===== config.mk =====
export PLATFORM = sky130hd
export DESIGN_NAME = spi_flash_seq
export DESIGN_NICKNAME = d
export VERILOG_FILES = /design/src/rtl/spi_seq_pkg.sv /design/src/rtl/spi_byte_shift.sv /design/src/rtl/spi_seq_fsm.sv /design/src/rtl/spi_flash_seq.sv
export SDC_FILE = /design/constraint.sdc
export NUM_CORES = 1
export LEC_CHECK = 0
export ABC_AREA = 0
export CAP_MARGIN = 40
export CORE_ASPECT_RATIO = 2
export CORE_MARGIN = 2
export CORE_UTILIZATION = 48
export CTS_BUF_LIST = sky130_fd_sc_hd__clkbuf_8
export DETAILED_ROUTE_END_ITERATION = 12
export DONT_BUFFER_PORTS = 1
export GPL_TIMING_DRIVEN = 0
export SLEW_MARGIN = 20
export SYNTH_ARGS = -nofsm -noshare
export SYNTH_HDL_FRONTEND = slang
export SYNTH_SLANG_ARGS = --single-unit

===== constraint.sdc =====
create_clock -name clk_i -period 5.85 [get_ports clk_i]
set_input_delay 0.2925 -clock clk_i [delete_from_list [all_inputs] [get_ports clk_i]]
set_output_delay 0.2925 -clock clk_i [all_outputs]
set_load 0.005 [all_outputs]

===== src/rtl/spi_seq_pkg.sv =====
package spi_seq_pkg;

  typedef enum logic [2:0] {
    CMD_READ   = 3'd0,
    CMD_PROG   = 3'd1,
    CMD_SERASE = 3'd2,
    CMD_BERASE = 3'd3,
    CMD_WRSR   = 3'd4,
    CMD_RDID   = 3'd5
  } cmd_e;

  typedef enum logic [1:0] {
    FR_WREN = 2'd0,
    FR_MAIN = 2'd1,
    FR_POLL = 2'd2
  } frame_e;

  localparam logic [7:0] OP_WREN   = 8'h06;
  localparam logic [7:0] OP_RDSR   = 8'h05;
  localparam logic [7:0] OP_WRSR   = 8'h01;
  localparam logic [7:0] OP_READ   = 8'h03;
  localparam logic [7:0] OP_PROG   = 8'h02;
  localparam logic [7:0] OP_SERASE = 8'hD8;
  localparam logic [7:0] OP_BERASE = 8'hC7;
  localparam logic [7:0] OP_RDID   = 8'hAB;

  function automatic logic [7:0] cmd_opcode(cmd_e c);
    case (c)
      CMD_READ:   return OP_READ;
      CMD_PROG:   return OP_PROG;
      CMD_SERASE: return OP_SERASE;
      CMD_BERASE: return OP_BERASE;
      CMD_WRSR:   return OP_WRSR;
      default:    return OP_RDID;
    endcase
  endfunction

  function automatic logic cmd_modifies(cmd_e c);
    return (c == CMD_PROG) || (c == CMD_SERASE) ||
           (c == CMD_BERASE) || (c == CMD_WRSR);
  endfunction

endpackage


===== src/rtl/spi_byte_shift.sv =====
module spi_byte_shift #(
  parameter int CLK_DIV = 2
) (
  input  logic       clk_i,
  input  logic       rst_ni,
  input  logic       start_i,
  input  logic [7:0] tx_i,
  input  logic       miso_i,
  output logic       sclk_o,
  output logic       mosi_o,
  output logic       done_o,
  output logic [7:0] rx_o
);

  localparam int DIV_W = (CLK_DIV > 1) ? $clog2(CLK_DIV) : 1;

  logic             busy_q, sclk_q, mosi_q, done_q;
  logic [7:0]       tx_q, rx_q;
  logic [2:0]       bit_q;
  logic [DIV_W-1:0] div_q;
  logic             tick;

  assign tick = busy_q && (div_q == DIV_W'(CLK_DIV - 1));

  always_ff @(posedge clk_i or negedge rst_ni) begin
    if (!rst_ni) begin
      busy_q <= 1'b0;
      sclk_q <= 1'b0;
      mosi_q <= 1'b0;
      done_q <= 1'b0;
      tx_q   <= '0;
      rx_q   <= '0;
      bit_q  <= '0;
      div_q  <= '0;
    end else begin
      done_q <= 1'b0;
      if (start_i) begin
        busy_q <= 1'b1;
        sclk_q <= 1'b0;
        mosi_q <= tx_i[7];
        tx_q   <= {tx_i[6:0], 1'b0};
        bit_q  <= '0;
        div_q  <= '0;
      end else if (busy_q) begin
        if (tick) begin
          div_q <= '0;
          if (!sclk_q) begin
            // rising edge: sample
            sclk_q <= 1'b1;
            rx_q   <= {rx_q[6:0], miso_i};
          end else begin
            // falling edge: launch next bit
            sclk_q <= 1'b0;
            if (bit_q == 3'd7) begin
              busy_q <= 1'b0;
              done_q <= 1'b1;
            end else begin
              bit_q  <= bit_q + 3'd1;
              mosi_q <= tx_q[7];
              tx_q   <= {tx_q[6:0], 1'b0};
            end
          end
        end else begin
          div_q <= div_q + DIV_W'(1);
        end
      end
    end
  end

  assign sclk_o = sclk_q;
  assign mosi_o = mosi_q;
  assign done_o = done_q;
  assign rx_o   = rx_q;

  a_r2_mosi_stable: assert property (@(posedge clk_i) disable iff (!rst_ni)
    sclk_q |-> $stable(mosi_q));

endmodule


===== src/rtl/spi_seq_fsm.sv =====
module spi_seq_fsm
  import spi_seq_pkg::*;
#(
  parameter int LEN_W      = 9,
  parameter int POLL_LIMIT = 4096,
  parameter int GAP        = 4
) (
  input  logic             clk_i,
  input  logic             rst_ni,
  input  logic             req_valid_i,
  input  logic [2:0]       req_cmd_i,
  input  logic [23:0]      req_addr_i,
  input  logic [LEN_W-1:0] req_len_i,
  input  logic [7:0]       wdata_i,
  output logic             wdata_ack_o,
  output logic [7:0]       rdata_o,
  output logic             rdata_valid_o,
  output logic             busy_o,
  output logic             done_o,
  output logic             err_o,
  output logic             cs_no,
  output logic             xfer_start_o,
  output logic [7:0]       xfer_tx_o,
  input  logic             xfer_done_i,
  input  logic [7:0]       xfer_rx_i
);

  localparam int IDX_W = LEN_W + 1;
  localparam int PW    = $clog2(POLL_LIMIT + 1);
  localparam int GW    = $clog2(GAP + 1);

  typedef enum logic [1:0] {S_IDLE, S_GAP, S_LOAD, S_WAIT} st_e;

  st_e              st_q;
  frame_e           frame_q;
  cmd_e             cmd_q;
  logic [23:0]      addr_q;
  logic [LEN_W-1:0] len_q;
  logic [IDX_W-1:0] idx_q;
  logic [GW-1:0]    gap_q;
  logic [PW-1:0]    poll_q;
  logic             done_q, err_q, ack_q, rv_q;
  logic [7:0]       rdata_q;

  logic [7:0]       tx_byte, addr_byte;
  logic             is_wr, is_rd;
  logic [IDX_W-1:0] last;

  always_comb begin
    case (idx_q[1:0])
      2'd1:    addr_byte = addr_q[23:16];
      2'd2:    addr_byte = addr_q[15:8];
      default: addr_byte = addr_q[7:0];
    endcase
  end

  always_comb begin
    tx_byte = 8'h00;
    is_wr   = 1'b0;
    is_rd   = 1'b0;
    last    = '0;
    case (frame_q)
      FR_WREN: tx_byte = OP_WREN;
      FR_POLL: begin
        last    = IDX_W'(1);
        tx_byte = (idx_q == '0) ? OP_RDSR : 8'h00;
      end
      default: begin
        case (cmd_q)
          CMD_READ, CMD_PROG: last = IDX_W'(len_q) + IDX_W'(3);
          CMD_SERASE:         last = IDX_W'(3);
          CMD_WRSR:           last = IDX_W'(1);
          CMD_RDID:           last = IDX_W'(4);
          default:            last = '0;
        endcase
        if (idx_q == '0) begin
          tx_byte = cmd_opcode(cmd_q);
        end else begin
          case (cmd_q)
            CMD_READ: begin
              if (idx_q <= IDX_W'(3)) tx_byte = addr_byte;
              else                    is_rd   = 1'b1;
            end
            CMD_PROG: begin
              if (idx_q <= IDX_W'(3)) tx_byte = addr_byte;
              else begin
                is_wr   = 1'b1;
                tx_byte = wdata_i;
              end
            end
            CMD_SERASE: tx_byte = addr_byte;
            CMD_WRSR: begin
              is_wr   = 1'b1;
              tx_byte = wdata_i;
            end
            CMD_RDID: is_rd = (idx_q == IDX_W'(4));
            default:  tx_byte = 8'h00;
          endcase
        end
      end
    endcase
  end

  always_ff @(posedge clk_i or negedge rst_ni) begin
    if (!rst_ni) begin
      st_q    <= S_IDLE;
      frame_q <= FR_MAIN;
      cmd_q   <= CMD_READ;
      addr_q  <= '0;
      len_q   <= '0;
      idx_q   <= '0;
      gap_q   <= '0;
      poll_q  <= '0;
      done_q  <= 1'b0;
      err_q   <= 1'b0;
      ack_q   <= 1'b0;
      rv_q    <= 1'b0;
      rdata_q <= '0;
    end else begin
      done_q <= 1'b0;
      err_q  <= 1'b0;
      ack_q  <= 1'b0;
      rv_q   <= 1'b0;
      case (st_q)
        S_IDLE: begin
          if (req_valid_i) begin
            cmd_q   <= cmd_e'(req_cmd_i);
            addr_q  <= req_addr_i;
            len_q   <= req_len_i;
            frame_q <= cmd_modifies(cmd_e'(req_cmd_i)) ? FR_WREN : FR_MAIN;
            idx_q   <= '0;
            gap_q   <= '0;
            poll_q  <= '0;
            st_q    <= S_GAP;
          end
        end
        S_GAP: begin
          if (gap_q == GW'(GAP - 1)) begin
            gap_q <= '0;
            st_q  <= S_LOAD;
          end else begin
            gap_q <= gap_q + GW'(1);
          end
        end
        S_LOAD: begin
          ack_q <= is_wr;
          st_q  <= S_WAIT;
        end
        default: begin
          if (xfer_done_i) begin
            if (is_rd) begin
              rdata_q <= xfer_rx_i;
              rv_q    <= 1'b1;
            end
            if (idx_q == last) begin
              idx_q <= '0;
              st_q  <= S_GAP;
              case (frame_q)
                FR_WREN: frame_q <= FR_MAIN;
                FR_MAIN: begin
                  if (cmd_modifies(cmd_q)) frame_q <= FR_POLL;
                  else begin
                    st_q   <= S_IDLE;
                    done_q <= 1'b1;
                  end
                end
                default: begin
                  if (!xfer_rx_i[0]) begin
                    st_q   <= S_IDLE;
                    done_q <= 1'b1;
                  end else if (poll_q == PW'(POLL_LIMIT - 1)) begin
                    st_q   <= S_IDLE;
                    done_q <= 1'b1;
                    err_q  <= 1'b1;
                  end else begin
                    poll_q <= poll_q + PW'(1);
                  end
                end
              endcase
            end else begin
              idx_q <= idx_q + IDX_W'(1);
              st_q  <= S_LOAD;
            end
          end
        end
      endcase
    end
  end

  assign cs_no         = !((st_q == S_LOAD) || (st_q == S_WAIT));
  assign busy_o        = (st_q != S_IDLE);
  assign xfer_start_o  = (st_q == S_LOAD);
  assign xfer_tx_o     = tx_byte;
  assign done_o        = done_q;
  assign err_o         = err_q;
  assign wdata_ack_o   = ack_q;
  assign rdata_o       = rdata_q;
  assign rdata_valid_o = rv_q;

  a_r9_cs_gap: assert property (@(posedge clk_i) disable iff (!rst_ni)
    $rose(cs_no) |=> cs_no);

  a_r10_done_pulse: assert property (@(posedge clk_i) disable iff (!rst_ni)
    done_o |=> !done_o);

  a_r7_err_with_done: assert property (@(posedge clk_i) disable iff (!rst_ni)
    err_o |-> done_o);

  a_r6_poll_bound: assert property (@(posedge clk_i) disable iff (!rst_ni)
    (st_q == S_WAIT) |-> (poll_q < PW'(POLL_LIMIT)));

  a_r5_ack_main_only: assert property (@(posedge clk_i) disable iff (!rst_ni)
    wdata_ack_o |-> (frame_q == FR_MAIN));

endmodule


===== src/rtl/spi_flash_seq.sv =====
module spi_flash_seq #(
  parameter int CLK_DIV    = 2,
  parameter int LEN_W      = 9,
  parameter int POLL_LIMIT = 4096
) (
  input  logic             clk_i,
  input  logic             rst_ni,
  input  logic             req_valid_i,
  input  logic [2:0]       req_cmd_i,
  input  logic [23:0]      req_addr_i,
  input  logic [LEN_W-1:0] req_len_i,
  input  logic [7:0]       wdata_i,
  output logic             wdata_ack_o,
  output logic [7:0]       rdata_o,
  output logic             rdata_valid_o,
  output logic             busy_o,
  output logic             done_o,
  output logic             err_o,
  output logic             cs_no,
  output logic             sclk_o,
  output logic             mosi_o,
  input  logic             miso_i
);

  localparam int GAP = 2 * CLK_DIV;

  logic       xfer_start, xfer_done;
  logic [7:0] xfer_tx, xfer_rx;

  spi_seq_fsm #(
    .LEN_W      (LEN_W),
    .POLL_LIMIT (POLL_LIMIT),
    .GAP        (GAP)
  ) u_fsm (
    .clk_i         (clk_i),
    .rst_ni        (rst_ni),
    .req_valid_i   (req_valid_i),
    .req_cmd_i     (req_cmd_i),
    .req_addr_i    (req_addr_i),
    .req_len_i     (req_len_i),
    .wdata_i       (wdata_i),
    .wdata_ack_o   (wdata_ack_o),
    .rdata_o       (rdata_o),
    .rdata_valid_o (rdata_valid_o),
    .busy_o        (busy_o),
    .done_o        (done_o),
    .err_o         (err_o),
    .cs_no         (cs_no),
    .xfer_start_o  (xfer_start),
    .xfer_tx_o     (xfer_tx),
    .xfer_done_i   (xfer_done),
    .xfer_rx_i     (xfer_rx)
  );

  spi_byte_shift #(
    .CLK_DIV (CLK_DIV)
  ) u_shift (
    .clk_i   (clk_i),
    .rst_ni  (rst_ni),
    .start_i (xfer_start),
    .tx_i    (xfer_tx),
    .miso_i  (miso_i),
    .sclk_o  (sclk_o),
    .mosi_o  (mosi_o),
    .done_o  (xfer_done),
    .rx_o    (xfer_rx)
  );

  a_r2_sclk_idle: assert property (@(posedge clk_i) disable iff (!rst_ni)
    cs_no |-> !sclk_o);

endmodule


==> impl_metrics.tcl <==
set metrics [dict create \
    tns_ps 0 \
    r2r_start "u_fsm.frame_q[0]" \
    netlist_area_sq_mm 0.00564 \
    antenna_found_initial 0 \
    synth_top_family_by_area "simple AND/OR/NAND/NOR gates" \
    rr_endpoint "u_fsm.err_o" \
    setup_violations 0 \
    synth_seq_area_share 0.448 \
    finClkSkew_ps 17.2 \
    grt_pass1_vias 4213 \
    worst_pin_slew_ps 795 \
    wirelength_um 13300 \
    hp-class "in2reg" \
    pwr-share-clk 0.139 \
    grt_pass1_wl_um 21400 \
    drt-wirelength-per-cell_um 18.6 \
    fp.dieH_um 157 \
    placed_area_sq_mm 0.00583 \
    ios 64 \
    critPathLaunchType "flip-flop" \
    synthAdderAreaFrac 0.0311 \
    cts-resized-gates 0 \
    power_per_cell_area_mw_per_mm2 527 \
    p_leak_nw 2.53 \
    drc 0 \
    slew_viol_final 0 \
    clk_latency_ps 380 \
    rows 56 \
    h-tree-depth 3 \
    fin_crit_sh 0.539 \
    synth-edff-count 0 \
    postSynthAreaPerCell_sq_um 10.3 \
    cts_tree "built" \
    synthCells 548 \
    track_usage 0.219 \
    grt_util_met3 0.0304 \
    finalHoldViolations 0 \
    viasPerCell 5.87 \
    cts-root-buf "clkbuf_8" \
    drtAntennaViolNets 0 \
    clk_path_buf_depth 2 \
    die_x_um 80.7 \
    r2r_slack_ps 2700 \
    nets 626 \
    cp.required_ps 6090 \
    crit_fanout 9 \
    pwr-share-seq 0.353 \
    area_delta_synth_final_pct 7.48 \
    rsz0062_at_grt "no" \
    cts_buffers 9 \
    switching_share 0.446 \
    port_buffers 0 \
    met1_usage 0.273 \
    firstDrtPassIters 5 \
    async_reset_ff_frac 1.00 \
    yosysUniqueCellTypes 72 \
    cp.arrival_ps 3400 \
    synth_xor_area_frac 0.0388 \
    status "finished, final reports clean" \
    core_area_sq_mm 0.0116 \
    final_common_cell "dfrtp_1" \
    crit_type "reg2reg" \
    max_cap_violations 0 \
    startpoint "u_fsm.frame_q[0]" \
    dp_hpwl_um 9570 \
    p_comb_frac 0.508 \
    synth_compound_area_frac 0.163 \
    busiest_layer "met2" \
    synth_top_flop_cell "dfrtp_1" \
    cts.clk_slew.worst_paths_ps 120 \
    crit_path_end "u_fsm.err_o" \
    holdPathStages 1 \
    synth.net_count 610 \
    layout_common_cells "100 x dfrtp_1, 52 x mux2_2, 42 x nor2_1" \
    clkSinkCount 101 \
    synth-seq-cells 101 \
    finalHoldWorstSlack_ps 51.5 \
    grt_max_degree 102 \
    cp-end-kind "flip-flop" \
    synthMuxAreaShare 0.116 \
    vias 4194 \
    drive_gt1_frac 0.158 \
    overflow 0 \
    slew-limit-headroom 0.467 \
    initial_core_util 0.488 \
    place.gp.congestion 0.815 \
    drt_iter0_drc 176 \
    p_int_mw 1.77 \
    switchingPower_mw 1.42 \
    n_antenna_cell 0 \
    max_freq_mhz 317 \
    cts_setup_buffers 0 \
    die_area_sq_mm 0.0127 \
    ys.warnings.count 0 \
    use_met2 0.384 \
    vdd_drop_max_v 0.000305 \
    r2r_cells 8 \
    design_area_sq_mm 0.00606 \
    min_period_ps 3150 \
    synth-simple-area-share 0.167 \
]
## state kept, by name, summed over array words and instances (netlist names), 2 cells and up
signal,cells
u_fsm.poll_q,13
u_shift.rx_o,8
u_fsm.addr_q,24
u_fsm.st_q,2
u_fsm.len_q,9
u_shift.tx_q,7
u_shift.bit_q,3
u_fsm.idx_q,10
u_fsm.frame_q,2
u_fsm.cmd_q,3
u_fsm.rdata_o,8
u_fsm.gap_q,3
## power groups by stage
| stage | Clock (mW) | Sequential [mW] | Combinational, mW |
|---|---|---|---|
| floorplan | 0 | 1.08 | 1.26 |
| global placement | 0 | 1.14 | 1.56 |
| detailed placement | 0 | 1.14 | 1.60 |
| CTS | 0.460 | 1.13 | 1.63 |
| global route | 0.490 | 1.16 | 1.80 |
| finish | 0.445 | 1.13 | 1.62 |
## repair_timing
item | CTS | global route
endpoints found under the setup margin | 0 | 0
hold endpoints to repair | 101 | 0
hold buffers | 2 | 0
## kinds of logic after synthesis
group	count (synthesis)
DFF	101
adders and majority gates	14
muxes	59
xor gates and xnor gates	25
and+or+nand+nor	175
buffers and inverters	48
AOI/OAI and AO/OA	126
## metal layers
layer  wire length, um  up-vias  share of wire
li1                  -     2068              -
met1              5700     2044           0.43
met2              7030       68           0.53
met3               322       14          0.024
met4               232        0          0.017
met5                 0        -              0
## critical path: stages, from the launching register on
cell and delay (ps):
dfstp_2 530, buf_4 140, or3b_4 420, nor4_1 370, xnor2_1 170, o2111ai_1 380, nor3_4 440, nand4_1 180
nor4_1 400
## worst min-delay path by stage
stage	start	to	slack (ps)
finish	req_addr_i[6]	u_fsm.addr_q[6]	50
global route	req_addr_i[7]	u_fsm.addr_q[7]	30
CTS	req_addr_i[15]	u_fsm.addr_q[15]	30
detailed placement	rst_ni	u_fsm.len_q[3]	-1
global placement	rst_ni	u_fsm.len_q[4]	-0.8
floorplan	rst_ni	u_fsm.addr_q[0]	-3
## cells in the mapped netlist (7+ instances only)
library cell  instances  area [sq um]
a21oi_1              34           170
a22oi_1              12          90.1
a31oi_1               8          50.1
and3_1                8          50.1
clkbuf_1             23          86.3
dfrtp_1             100          2500
ha_1                 14           175
inv_1                16          60.1
mux2_2               52           586
mux2i_1               7          70.1
nand2_1              40           150
nand3_1               8          40.0
nand4_1              10          62.6
nor2_1               42           158
nor2b_1              10          62.6
nor3_1               14          70.1
nor3b_1               7          52.6
nor4_1                7          43.8
o21ai_0              12          60.1
xnor2_1              17           149
xor2_1                8          70.1
## metrics by stage
stage          total power, mW  utilization  setup slack [ps]  instances
3_3_place_gp              2.70        0.504              2600        693
5_1_grt                   3.45        0.524              2430        714
6_report                  3.19        0.524              2700        714
2_1_floorplan             2.34            -              3060        548
4_1_cts                   3.21        0.524              2600        713
3_5_place_dp              2.74        0.504              2630        695
## final cells by class
class,count,area (sq um)
repair buffers,5,52.6
flip-flops and latches,101,2530
plain buffers,31,138
fillers,1077,5500
inverters,17,63.8
clock inverters,7,63.8
clock buffers,9,124
multi-input cells,399,2910
well taps,145,181
No activity file was read; power rests on OpenSTA's default activity.
